--- src/rtl/smpl_ctl_pkg.sv ---
package smpl_ctl_pkg;

  typedef enum logic [2:0] {
    CS_IDLE,
    CS_SETUP,
    CS_LATCH,
    CS_ARMED,
    CS_RUN
  } ctl_state_e;

  // control write codes
  localparam logic [7:0] CODE_HALT   = 8'h00;
  localparam logic [7:0] CODE_OPEN   = 8'h40;
  localparam logic [7:0] CODE_GO     = 8'h41;
  localparam logic [7:0] CODE_COMMIT = 8'h42;

  // control readback codes
  localparam logic [7:0] RD_IDLE  = 8'h08;
  localparam logic [7:0] RD_SETUP = 8'h40;
  localparam logic [7:0] RD_LATCH = 8'h42;
  localparam logic [7:0] RD_ARMED = 8'h48;
  localparam logic [7:0] RD_RUN   = 8'h41;

  localparam logic [7:0] VERSION_CODE = 8'h10;

  // register map
  localparam int ADR_VERSION = 0;
  localparam int ADR_CTL     = 1;
  localparam int ADR_MASK0   = 2;
  localparam int ADR_DIV     = 4;
  localparam int ADR_CLKSEL  = 10;

endpackage

--- src/rtl/smpl_ctl_fsm.sv ---
module smpl_ctl_fsm
  import smpl_ctl_pkg::*;
(
  input  logic       clk,
  input  logic       rst,
  input  logic       ctl_we,
  input  logic [7:0] wdata,
  output logic       commit,
  output logic       run_next,
  output logic       running,
  output logic [7:0] status
);

  ctl_state_e st_q, st_d;

  always_comb begin
    st_d = st_q;
    if (ctl_we) begin
      if (wdata == CODE_HALT) begin
        st_d = CS_IDLE;
      end else begin
        case (st_q)
          CS_IDLE:  if (wdata == CODE_OPEN)   st_d = CS_SETUP;
          CS_SETUP: if (wdata == CODE_COMMIT) st_d = CS_LATCH;
          CS_LATCH: if (wdata == CODE_OPEN)   st_d = CS_ARMED;
          CS_ARMED: if (wdata == CODE_GO)     st_d = CS_RUN;
          default:  st_d = st_q;
        endcase
      end
    end
  end

  always_ff @(posedge clk) begin
    if (rst) st_q <= CS_IDLE;
    else     st_q <= st_d;
  end

  assign commit   = ctl_we && (st_q == CS_SETUP) && (wdata == CODE_COMMIT);
  assign run_next = (st_d == CS_RUN);
  assign running  = (st_q == CS_RUN);

  always_comb begin
    case (st_q)
      CS_SETUP: status = RD_SETUP;
      CS_LATCH: status = RD_LATCH;
      CS_ARMED: status = RD_ARMED;
      CS_RUN:   status = RD_RUN;
      default:  status = RD_IDLE;
    endcase
  end

endmodule

--- src/rtl/smpl_ctl_cfg.sv ---
module smpl_ctl_cfg
  import smpl_ctl_pkg::*;
#(
  parameter int ADDR_W = 8,
  parameter int CHAN_N = 16,
  parameter int DIV_W  = 8
) (
  input  logic              clk,
  input  logic              rst,
  input  logic              we,
  input  logic [ADDR_W-1:0] addr,
  input  logic [7:0]        wdata,
  input  logic              lock,
  input  logic              commit,
  output logic [CHAN_N-1:0] stg_mask,
  output logic [DIV_W-1:0]  stg_div,
  output logic              stg_sel,
  output logic [CHAN_N-1:0] act_mask,
  output logic [DIV_W-1:0]  act_div,
  output logic              act_sel
);

  localparam int MASK_BYTES = CHAN_N / 8;

  logic wr_ok;
  assign wr_ok = we && !lock;

  for (genvar b = 0; b < MASK_BYTES; b++) begin : g_mask_byte
    always_ff @(posedge clk) begin
      if (rst)
        stg_mask[b*8 +: 8] <= '0;
      else if (wr_ok && (addr == ADDR_W'(ADR_MASK0 + b)))
        stg_mask[b*8 +: 8] <= wdata;
    end
  end

  always_ff @(posedge clk) begin
    if (rst) begin
      stg_div <= '0;
      stg_sel <= 1'b0;
    end else if (wr_ok) begin
      if (addr == ADDR_W'(ADR_DIV))    stg_div <= wdata[DIV_W-1:0];
      if (addr == ADDR_W'(ADR_CLKSEL)) stg_sel <= wdata[0];
    end
  end

  always_ff @(posedge clk) begin
    if (rst) begin
      act_mask <= '0;
      act_div  <= '0;
      act_sel  <= 1'b0;
    end else if (commit) begin
      act_mask <= stg_mask;
      act_div  <= stg_div;
      act_sel  <= stg_sel;
    end
  end

endmodule

--- src/rtl/smpl_ctl_rate.sv ---
module smpl_ctl_rate #(
  parameter int DIV_W = 8
) (
  input  logic             clk,
  input  logic             rst,
  input  logic             run_next,
  input  logic [DIV_W-1:0] div,
  output logic             pulse
);

  logic [DIV_W-1:0] cnt_q;

  always_ff @(posedge clk) begin
    if (rst || !run_next) begin
      cnt_q <= '0;
      pulse <= 1'b0;
    end else if (cnt_q == div) begin
      cnt_q <= '0;
      pulse <= 1'b1;
    end else begin
      cnt_q <= cnt_q + 1'b1;
      pulse <= 1'b0;
    end
  end

endmodule

--- src/rtl/smpl_ctl_top.sv ---
module smpl_ctl_top
  import smpl_ctl_pkg::*;
#(
  parameter int ADDR_W = 8,
  parameter int CHAN_N = 16,
  parameter int DIV_W  = 8
) (
  input  logic              clk,
  input  logic              rst,
  input  logic [ADDR_W-1:0] bus_addr,
  input  logic              bus_wr,
  input  logic [7:0]        bus_wdata,
  input  logic              bus_rd,
  output logic [7:0]        bus_rdata,
  output logic              capture_run,
  output logic              sample_en,
  output logic              clk_sel_o,
  output logic [CHAN_N-1:0] chan_mask_o
);

  localparam int MASK_BYTES = CHAN_N / 8;

  logic              ctl_we, commit, run_next, running;
  logic [7:0]        status;
  logic [CHAN_N-1:0] stg_mask;
  logic [DIV_W-1:0]  stg_div, act_div;
  logic              stg_sel;
  logic [7:0]        rd_mux;

  assign ctl_we = bus_wr && (bus_addr == ADDR_W'(ADR_CTL));

  smpl_ctl_fsm u_fsm (
    .clk      (clk),
    .rst      (rst),
    .ctl_we   (ctl_we),
    .wdata    (bus_wdata),
    .commit   (commit),
    .run_next (run_next),
    .running  (running),
    .status   (status)
  );

  smpl_ctl_cfg #(.ADDR_W(ADDR_W), .CHAN_N(CHAN_N), .DIV_W(DIV_W)) u_cfg (
    .clk      (clk),
    .rst      (rst),
    .we       (bus_wr),
    .addr     (bus_addr),
    .wdata    (bus_wdata),
    .lock     (running),
    .commit   (commit),
    .stg_mask (stg_mask),
    .stg_div  (stg_div),
    .stg_sel  (stg_sel),
    .act_mask (chan_mask_o),
    .act_div  (act_div),
    .act_sel  (clk_sel_o)
  );

  smpl_ctl_rate #(.DIV_W(DIV_W)) u_rate (
    .clk      (clk),
    .rst      (rst),
    .run_next (run_next),
    .div      (act_div),
    .pulse    (sample_en)
  );

  assign capture_run = running;

  always_comb begin
    rd_mux = 8'h00;
    if (bus_addr == ADDR_W'(ADR_VERSION)) rd_mux = VERSION_CODE;
    if (bus_addr == ADDR_W'(ADR_CTL))     rd_mux = status;
    if (bus_addr == ADDR_W'(ADR_DIV))     rd_mux = 8'(stg_div);
    if (bus_addr == ADDR_W'(ADR_CLKSEL))  rd_mux = {7'd0, stg_sel};
    for (int b = 0; b < MASK_BYTES; b++) begin
      if (bus_addr == ADDR_W'(ADR_MASK0 + b)) rd_mux = stg_mask[b*8 +: 8];
    end
  end

  always_ff @(posedge clk) begin
    if (rst)         bus_rdata <= 8'h00;
    else if (bus_rd) bus_rdata <= rd_mux;
  end

endmodule

--- config.mk ---
export PLATFORM = sky130hd
export DESIGN_NAME = smpl_ctl_top
export DESIGN_NICKNAME = d
export VERILOG_FILES = /design/src/rtl/smpl_ctl_pkg.sv /design/src/rtl/smpl_ctl_fsm.sv /design/src/rtl/smpl_ctl_cfg.sv /design/src/rtl/smpl_ctl_rate.sv /design/src/rtl/smpl_ctl_top.sv
export SDC_FILE = /design/constraint.sdc
export NUM_CORES = 1
export LEC_CHECK = 0
export CORE_UTILIZATION = 59
export CTS_CLUSTER_DIAMETER = 150
export DETAILED_ROUTE_END_ITERATION = 6
export GPL_TIMING_DRIVEN = 0
export PLACE_DENSITY = 0.85
export SKIP_LAST_GASP = 1
export SYNTH_ARGS = -nofsm -noshare
export SYNTH_HDL_FRONTEND = slang
export SYNTH_HIERARCHICAL = 1
export SYNTH_SLANG_ARGS = --single-unit
export TNS_END_PERCENT = 50
--- constraint.sdc ---
create_clock -name clk -period 4.9 [get_ports clk]
set_input_delay 0.735 -clock clk [delete_from_list [all_inputs] [get_ports clk]]
set_output_delay 0.735 -clock clk [all_outputs]
set_load 0.05 [all_outputs]
## After elaboration in Yosys (flattened, before gate mapping)

Cells that the tools add are included.

- Add/sub/neg operators: 1
- $mul: 0
- Div/mod/pow operators: 0
- Order comparisons: 0
- Equal/unequal tests: 14
- Shift-type cells: 0
- Muxes and demuxes: 15
- Bitwise gates (word level): 0
- Reductions and logical operators: 15

Operator list:

| cell | number |
|---|---|
| 2-to-1 mux 8 bit | 5 |
| case mux 7 bit (4 select lines) | 1 |
| == test 8 x 7 -> 1 bit (second input constant) | 3 |
| 2-to-1 mux 3 bit | 6 |
| == test 8 x 2 -> 1 bit (second input constant) | 2 |
| logical NOT 8 bit | 2 |
| case mux 3 bit (4 select lines) | 1 |
| adder 8 x 1 -> 8 bit (second input constant) | 1 |
| == test 8 x 1 -> 1 bit (second input constant) | 1 |
| == test 8 x 3 -> 1 bit (second input constant) | 1 |
| == test 8 x 4 -> 1 bit (second input constant) | 1 |
| == test 8 bit | 1 |
| == test 3 x 2 -> 1 bit (second input constant) | 2 |
| == test 3 bit (second input constant) | 2 |
| logical AND 1 bit | 6 |
| 2-to-1 mux 5 bit | 1 |
| AND reduction 2 bit | 2 |
| == test 3 x 1 -> 1 bit (second input constant) | 1 |
| logical NOT 3 bit | 1 |
| logical NOT 1 bit | 2 |
| OR reduction 2 bit | 1 |
| logical OR 1 bit | 1 |
| 2-to-1 mux 1 bit | 1 |

- Flip-flop bits (word level): 70
- Bits in latches: 0
- Memory bits (writable): 0
- Memory bits (read-only): 0
- Bits of input ports: 20
- Output and inout bits: 27
- Memories kept: 0

## Depth between registers and ports, before layout

Gate-level depths: netlist of the first run.

- Word-level depth: 9
- Mapped depth: 10

## By module

Netlist of the first run, hierarchy kept.

Modules (own cells, without submodules):

| module | times used | cells each | area an instance (µm²) | seq. area each (µm²) |
|---|---|---|---|---|
| smpl_ctl_cfg | 1 | 181 | 1958.1 | 1001.0 |
| smpl_ctl_top | 1 | 80 | 655.6 | 160.2 |
| smpl_ctl_rate | 1 | 48 | 508.0 | 180.2 |
| smpl_ctl_fsm | 1 | 55 | 400.4 | 60.1 |

## Worst setup path after synthesis of the first run

No wires, ideal clock.

- Path type: input -> register
- From: input port bus_addr[2]
- To: register u_rate.cnt_q[5]
- Setup time: 0.095 ns
- Data arrival time: 2.939 ns
- Required time: 4.805 ns
- Setup slack: 1.865 ns
- Stages on the path: 10
- Path buffers: 2
- Cell sequence: buf_2 > nor4b_1 > and3_1 > or4b_4 > or4_1 > o31a_1 > nor3_1 > nand2b_1 > buf_1 > a221oi_1

- Word-level cells in the longest chain between the ends: 7

RTL lines:

| item | RTL line | RTL |
|---|---|---|
| from (decl) | smpl_ctl_top.sv:10 | `input logic [ADDR_W-1:0] bus_addr,` |
| == test 8 x 1 -> 1 bit | smpl_ctl_top.sv:30 | `assign ctl_we = bus_wr && (bus_addr == ADDR_W'(ADR_CTL));` |
| logical AND 1 bit | smpl_ctl_top.sv:30 |  |
| named net ctl_we | smpl_ctl_top.sv:23 | `logic ctl_we, commit, run_next, running;` |
| 2-to-1 mux 3 bit | smpl_ctl_fsm.sv:18 | `if (ctl_we) begin` |
| == test 3 bit | smpl_ctl_fsm.sv:39 | `assign run_next = (st_d == CS_RUN);` |
| named net run_next | smpl_ctl_top.sv:23 |  |
| logical NOT 1 bit | smpl_ctl_rate.sv:14 | `if (rst \|\| !run_next) begin` |
| logical OR 1 bit | smpl_ctl_rate.sv:14 |  |
| OR reduction 2 bit (no line) | n/a |  |
| to (signal assigned) | smpl_ctl_rate.sv:21 | `cnt_q <= cnt_q + 1'b1;` |
| to (decl) | smpl_ctl_rate.sv:11 | `logic [DIV_W-1:0] cnt_q;` |

The timed path passes the listed nets, and every way through them passes these cells.
A chain may end at the register's enable or synchronous reset.

## Worst setup path after layout of the first run

- From: input port bus_addr[0]
- To: register u_rate.cnt_q[0]

Same word-level chain as after synthesis.

==> results of run 1 <==
sequential cells by signal, summed over array words and instances, names as in the netlist:
| signal | count |
|---|---|
| u_cfg/stg_mask | 16 |
| u_cfg/act_mask | 16 |
| u_cfg/stg_sel | 1 |
| u_cfg/stg_div | 8 |
| u_rate/pulse | 1 |
| u_rate/cnt_q | 8 |
| u_cfg/act_sel | 1 |
| bus_rdata | 8 |
| u_fsm/st_q | 3 |
| u_cfg/act_div | 8 |
cells in the mapped netlist (2+ instances only):
library cell	count	share of area, %
xnor2_1	3	0.75
xor2_2	2	0.92
or3b_2	6	1.5
nor2b_1	3	0.53
nor4_4	3	1.8
or3_1	3	0.53
dfxtp_1	70	40
nor2_1	34	3.6
clkbuf_1	9	0.96
buf_1	2	0.21
nor3_1	7	0.99
nor4_1	2	0.36
nand2_1	11	1.2
o21ai_1	6	0.85
nand3_1	6	0.85
a221oi_1	3	0.75
nand2b_1	37	6.6
buf_6	2	0.64
and3_1	2	0.36
mux2i_1	52	15
a211oi_1	6	1.3
o31ai_2	6	2.1
buf_4	6	1.3
inv_1	4	0.43
buf_2	7	0.99
xor2_1	9	2.2
a21oi_1	13	1.8
a211oi_2	2	0.71
o21ai_0	12	1.7
nand4_1	5	0.89
nand3b_1	3	0.64
cells by family (layout without fill, tap and decap cells):
| group | after synthesis | after routing | share of synthesized area (%) |
|---|---|---|---|
| mux | 52 | 52 | 14.78 |
| xor+xnor | 14 | 14 | 3.908 |
| compound gates | 55 | 55 | 10.98 |
| simple gates | 140 | 140 | 25.43 |
| other cells | 1 | 4 | 0.1065 |
| flops | 70 | 70 | 39.79 |
| fa+ha+maj | 1 | 1 | 0.3552 |
| buf+inv | 31 | 92 | 4.653 |
stage by stage:
step	instances	utilization (%)	hold slack, ns	setup slack [ns]	instance area (sq um)
2_1_floorplan	367	-	0.4613	1.865	3533
3_3_place_gp	485	72.39	0.4547	0.7912	4084
3_5_place_dp	485	72.39	0.4817	0.6484	4084
4_1_cts	500	75.91	0.5043	1.013	4283
5_1_grt	500	75.91	0.5240	0.8063	4283
6_report	500	75.91	0.4991	0.9370	4283
critical path, delay by kind of cell:
family	cells	cell delay, ns
AND/OR/NAND/NOR	6	1.87
buffers and inverters	3	1.11
AO/OA/AOI/OAI	2	0.46
worst max-delay path by stage:
stage,startpoint,to,slack (ns)
finish,bus_addr[0],u_rate/cnt_q[0],0.94
global route,bus_addr[0],u_rate/cnt_q[0],0.81
global placement,bus_addr[0],u_rate/cnt_q[6],0.79
detailed placement,bus_addr[0],u_rate/cnt_q[5],0.65
floorplan,bus_addr[2],u_rate/cnt_q[5],1.87
CTS,bus_addr[0],u_rate/cnt_q[0],1.01
power by group:
| part | internal (mW) | total (mW) | leakage, nW | switching [mW] |
|---|---|---|---|---|
| Sequential | 0.569 | 0.570 | 0.564 | 0.000574 |
| Combinational | 0.0345 | 0.0795 | 0.941 | 0.0450 |
| Clock | 0.261 | 0.472 | 0.102 | 0.211 |
| Total | 0.864 | 1.12 | 1.61 | 0.257 |
cell usage in the layout (no fill, tap or decap), types with 2 or more instances in the layout:
master	n
a211oi_1	6
a211oi_2	2
a21oi_1	13
a221oi_1	3
and3_1	2
buf_1	2
buf_2	7
buf_4	6
buf_6	2
clkbuf_1	10
clkbuf_8	11
clkdlybuf4s50_1	46
conb_1	4
dfxtp_1	70
inv_1	4
mux2i_1	52
nand2_1	11
nand2b_1	37
nand3_1	6
nand3b_1	3
nand4_1	5
nor2_1	34
nor2b_1	3
nor3_1	7
nor4_1	2
nor4_4	3
o21ai_0	12
o21ai_1	6
o31ai_2	6
or3_1	3
or3b_2	6
xnor2_1	3
xor2_1	9
xor2_2	2
final cells by class:
type | instances | area [sq um]
multi-input cells | 266 | 1968
flip-flops and latches | 70 | 1401
fillers | 386 | 1359
repair buffers | 46 | 460.4
clock buffers | 12 | 155.1
plain buffers | 27 | 148.9
well taps | 72 | 90.09
clock inverters | 3 | 43.79
inverters | 4 | 15.01
layer usage:
metal  GRT usage [%]  part of all wire [%]  wire [microns]  vias to the layer above
met2           42.93                    45            3776                      102
met5               0                     0               0                        -
li1                -                     -               -                     1410
met1           37.79                    46            3857                     1327
met3           6.782                   6.2             517                       18
met4           11.09                   2.1             174                        0
==> flow_metrics.env, run 1 <==
export IMPL_io_pins=47
export IMPL_place_gp_congestion=0.8677
export IMPL_crit_path_cell_trace="clkdlybuf4s50_1 -> buf_2 -> nor4b_1 -> and3_1 -> or4b_4 -> nor4_1 -> o22ai_1 -> nor3_1 -> nand2b_1 -> buf_1 -> a211oi_1"
export IMPL_critPathSlowestCell="clkdlybuf4s50_1"
export IMPL_ff2ff_setup_slack_ns=2.60
export IMPL_worstHoldStart="u_cfg/act_mask[10]"
export IMPL_worst_pin_slew_ns=0.6669
export IMPL_drt_vias_per_instance=5.714
export IMPL_syn_area_per_cell_sq_um=9.676
export IMPL_max_stage_delay_ns=0.65
export IMPL_hold_class="reg -> reg"
export IMPL_die_h_microns=79.27
export IMPL_max_clock_path_buffers=2
export IMPL_grt_max_degree=15
export IMPL_syn_inst=364
export IMPL_power_mw=1.121
export IMPL_cp_max_fo=10
export IMPL_r2r_end="u_rate/cnt_q[0]"
export IMPL_drc=0
export IMPL_synth_edf_count=0
export IMPL_crit_path_end_kind="register"
export IMPL_hold_viol=0
export IMPL_yosysWarnings=6
export IMPL_clock_sinks=70
export IMPL_fin_crit_ns=3.963
export IMPL_dp_hpwl_mm=5.961
export IMPL_nets=445
export IMPL_relSlewSlack_pct=55.20
export IMPL_irDropWorstVdd_v=0.0002188
export IMPL_dr_total_vias=2857
export IMPL_drtAntennaViolNets=0
export IMPL_synth_flop_cell="dfxtp_1"
export IMPL_core_area_sq_um=5642
export IMPL_clk_latency_ns=0.34
export IMPL_clk_pin_slew_ns=0.07
export IMPL_initial_utilization_pct=62.43
export IMPL_required_ns=5.13
export IMPL_wire_per_inst_microns=16.65
export IMPL_cp_arrival_ns=4.20
export IMPL_async_flop_share_pct=0
export IMPL_max_freq_ghz=0.2523
export IMPL_area_delta_synth_final_pct=21.60
export IMPL_port_buffers=46
export IMPL_drive_above_1_share_pct=14.25
export IMPL_finalWirelength_mm=8.326
export IMPL_ys_seq_elements=70
export IMPL_post_cts_resize_count=0
export IMPL_rsz0062_at_grt="no"
export IMPL_postCtsHoldBufs=0
export IMPL_netlist_area_sq_um=3522
export IMPL_grt_pass1_wl_mm=13.22
export IMPL_cts_tree="built"
export IMPL_finalClockSkew_ns=0.007561
export IMPL_hold_path_depth=2
export IMPL_seq_area_frac_synth_pct=39.79
export IMPL_run_status="finished, final reports clean"
export IMPL_startpoint_type="input pin"
export IMPL_setup_violations=0
export IMPL_antenna_found_initial=0
export IMPL_cts_setup_buffers=0
export IMPL_path_class="in -> reg"
export IMPL_clk_root_buffer_cell="clkbuf_8"
export IMPL_ff2ff_path_depth=8
export IMPL_maxCapViolCount=0
export IMPL_ys_types=59
export IMPL_track_usage_pct=28.04
export IMPL_grt_pass1_vias=2630
export IMPL_drt_pass1_iterations=5
export IMPL_r2r_start="u_fsm/st_q[1]"
export IMPL_drt_first_iter_violations=181
export IMPL_cts_buffers=9
export IMPL_row_count=27
export IMPL_worstHoldEndpoint="u_cfg/act_mask[10]"
export IMPL_cts_max_level=3
export IMPL_grt_overflow_total=0
export IMPL_min_period_over_period_pct=80.88
export IMPL_finalMaxSlewViolations=0
export IMPL_fin_setup_tns_ns=0
export IMPL_leakage_nw=1.607
export IMPL_dieArea_sq_um=6283
export IMPL_antenna_cells=0
export IMPL_die_width_microns=79.27
export IMPL_pwr_density_cell_nw_per_um2=261.8
Power figures use the tool's default switching activity.
==> run 2: changes to the inputs <==
--- a/config.mk
+++ b/config.mk
@@ -5,11 +5,11 @@
 export SDC_FILE = /design/constraint.sdc
 export NUM_CORES = 1
 export LEC_CHECK = 0
-export CORE_UTILIZATION = 59
+export CORE_UTILIZATION = 55
 export CTS_CLUSTER_DIAMETER = 150
 export DETAILED_ROUTE_END_ITERATION = 6
 export GPL_TIMING_DRIVEN = 0
-export PLACE_DENSITY = 0.85
+export PLACE_DENSITY = 0.8
 export SKIP_LAST_GASP = 1
 export SYNTH_ARGS = -nofsm -noshare
 export SYNTH_HDL_FRONTEND = slang
==> constraint.sdc (replaced) <==
create_clock -name clk -period 4.1 [get_ports clk]
set_input_delay 0.615 -clock clk [delete_from_list [all_inputs] [get_ports clk]]
set_output_delay 0.615 -clock clk [all_outputs]
set_load 0.05 [all_outputs]
==> run 2 against run 1 <==
Effect of this change: die area up 7.1%; setup slack worse by 0.58 ns; sequential power up 19%; first-iteration DRC count down 43%; final area up 0.32%; core utilization down 5.0 points; clock-buffer cell count unchanged; sequential cell count unchanged; critical path depth unchanged; register-to-register slack worse by 0.72 ns; clock power up 22%.
==> flow_metrics.env, run 2 (same netlist as run 1, synthesis figures left out) <==
export IMPL_drt_vias_per_instance=5.730
export IMPL_relSlewSlack_pct=58.58
export IMPL_antenna_cells=0
export IMPL_dp_hpwl_mm=6.204
export IMPL_grt_pass1_wl_mm=13.42
export IMPL_area_delta_synth_final_pct=21.99
export IMPL_max_clock_path_buffers=2
export IMPL_grt_max_degree=15
export IMPL_grt_pass1_vias=2733
export IMPL_final_cell_mix="70 x dfxtp_1, 52 x mux2i_1, 46 x clkdlybuf4s50_1"
export IMPL_antenna_found_initial=0
export IMPL_finalMaxSlewViolations=0
export IMPL_dp_slack_ns=0.1399
export IMPL_drive_above_1_share_pct=14.45
export IMPL_clock_sinks=70
export IMPL_largestRegisters="u_cfg/act_mask (16), u_cfg/stg_mask (16)"
export IMPL_run_status="finished, final reports clean"
export IMPL_cts_buffers=9
export IMPL_core_area_sq_um=6061
export IMPL_dr_total_vias=2888
export IMPL_path_buf_inv=3
export IMPL_initial_utilization_pct=58.11
export IMPL_die_h_microns=82.03
export IMPL_clk_latency_ns=0.35
export IMPL_wire_per_inst_microns=16.94
export IMPL_cts_setup_buffers=0
export IMPL_required_ns=4.36
export IMPL_critPathLaunch="bus_addr[2]"
export IMPL_grt_overflow_total=0
export IMPL_crit_path_end_kind="register"
export IMPL_maxCapViolCount=0
export IMPL_clk_pin_slew_ns=0.07
export IMPL_worst_pin_slew_ns=0.6166
export IMPL_cp_arrival_ns=4.00
export IMPL_startpoint_type="input pin"
export IMPL_leakage_nw=1.603
export IMPL_worst_slack_ns=0.3575
export IMPL_irDropWorstVdd_v=0.0002965
export IMPL_worstHoldStart="bus_rdata[4]"
export IMPL_cp_max_fo=10
export IMPL_drtAntennaViolNets=0
export IMPL_max_stage_delay_ns=0.58
export IMPL_clk_root_buffer_cell="clkbuf_8"
export IMPL_track_usage_pct=27.15
export IMPL_port_buffers=46
export IMPL_postCtsHoldBufs=0
export IMPL_min_period_over_period_pct=91.28
export IMPL_mostFrequentLayoutCell="dfxtp_1"
export IMPL_drt_first_iter_violations=103
export IMPL_hold_class="reg -> reg"
export IMPL_rsz0062_at_grt="no"
export IMPL_cts_tree="built"
export IMPL_drc=0
export IMPL_cts_max_level=3
export IMPL_io_pins=47
export IMPL_critical_path_top_delay_family="simple AND/OR/NAND/NOR gates"
export IMPL_critPathSlowestCell="clkdlybuf4s50_1"
export IMPL_finalWirelength_mm=8.537
export IMPL_path_class="in -> reg"
export IMPL_die_width_microns=82.03
export IMPL_fin_crit_ns=3.743
export IMPL_row_count=28
export IMPL_crit_path_cell_trace="clkdlybuf4s50_1 -> buf_2 -> nor4b_1 -> and3_1 -> or4b_4 -> nor4_1 -> o22ai_1 -> nor3_1 -> nand2b_1 -> buf_1 -> a211oi_1"
export IMPL_hold_viol=0
export IMPL_post_cts_resize_count=0
export IMPL_place_gp_congestion=0.8678
export IMPL_nets=445
export IMPL_drt_pass1_iterations=4
export IMPL_pwr_density_cell_nw_per_um2=314.6
export IMPL_finalClockSkew_ns=0.009227
export IMPL_r2r_start="u_fsm/st_q[1]"
export IMPL_max_freq_ghz=0.2672
export IMPL_dieArea_sq_um=6728
export IMPL_fin_setup_tns_ns=0
export IMPL_setup_violations=0
run 2: cell count changes in the layout (fill, tap and decap cells not counted), sizes merged:
cell and change:
clkinv -2, clkinvlp +2, inv +1
run 2: final timing paths:
path / to / slack (ns) / depth (start not counted)
worst max-delay path: u_rate/cnt_q[1] / 0.36 / 11
worst min-delay path: bus_rdata[4] / 0.48 / 2
worst max register to register: u_rate/cnt_q[1] / 1.88 / 8
worst min register to register: bus_rdata[4] / 0.48 / 2
run 2: per-stage QoR:
stage	util, %	hold WS, ns	cells	instance area (sq um)	power [mW]
after floorplan	-	0.4613	367	3533	0.7453
final	70.89	0.4809	504	4297	1.352
after global placement	67.44	0.4605	488	4088	0.7883
after global routing	70.89	0.5032	504	4297	1.397
after CTS	70.89	0.4783	504	4297	1.360
after detailed placement	67.44	0.4656	488	4088	0.7902
run 2: final cells by class:
cell class / count / area, sq um
multi-input cells: 266 / 1968
fillers: 473 / 1764
flip-flops and latches: 70 / 1401
repair buffers: 46 / 460.4
clock buffers: 12 / 155.1
plain buffers: 27 / 148.9
well taps: 75 / 93.84
clock inverters: 4 / 53.80
inverters: 4 / 15.01
run 2: power by group:
group	internal, mW	leakage, nW	switching (mW)
Combinational	0.0412	0.941	0.0544
Clock	0.316	0.0992	0.259
Sequential	0.680	0.564	0.000668
Total	1.04	1.60	0.314
run 2: layer usage:
layer | routed length, microns | share of wire (%) | track usage (%) | vias to the layer above
met4 | 143 | 1.7 | 7.895 | 0
met5 | 0 | 0 | 0 | -
li1 | - | - | - | 1404
met2 | 3998 | 47 | 45.79 | 87
met3 | 367 | 4.3 | 7.000 | 15
met1 | 4027 | 47 | 33.88 | 1382
run 2: worst min-delay path, cell delays in order, from the launching register on:
cell	delay, ns
dfxtp_1	0.31
nand2b_1	0.06
a21oi_1	0.06
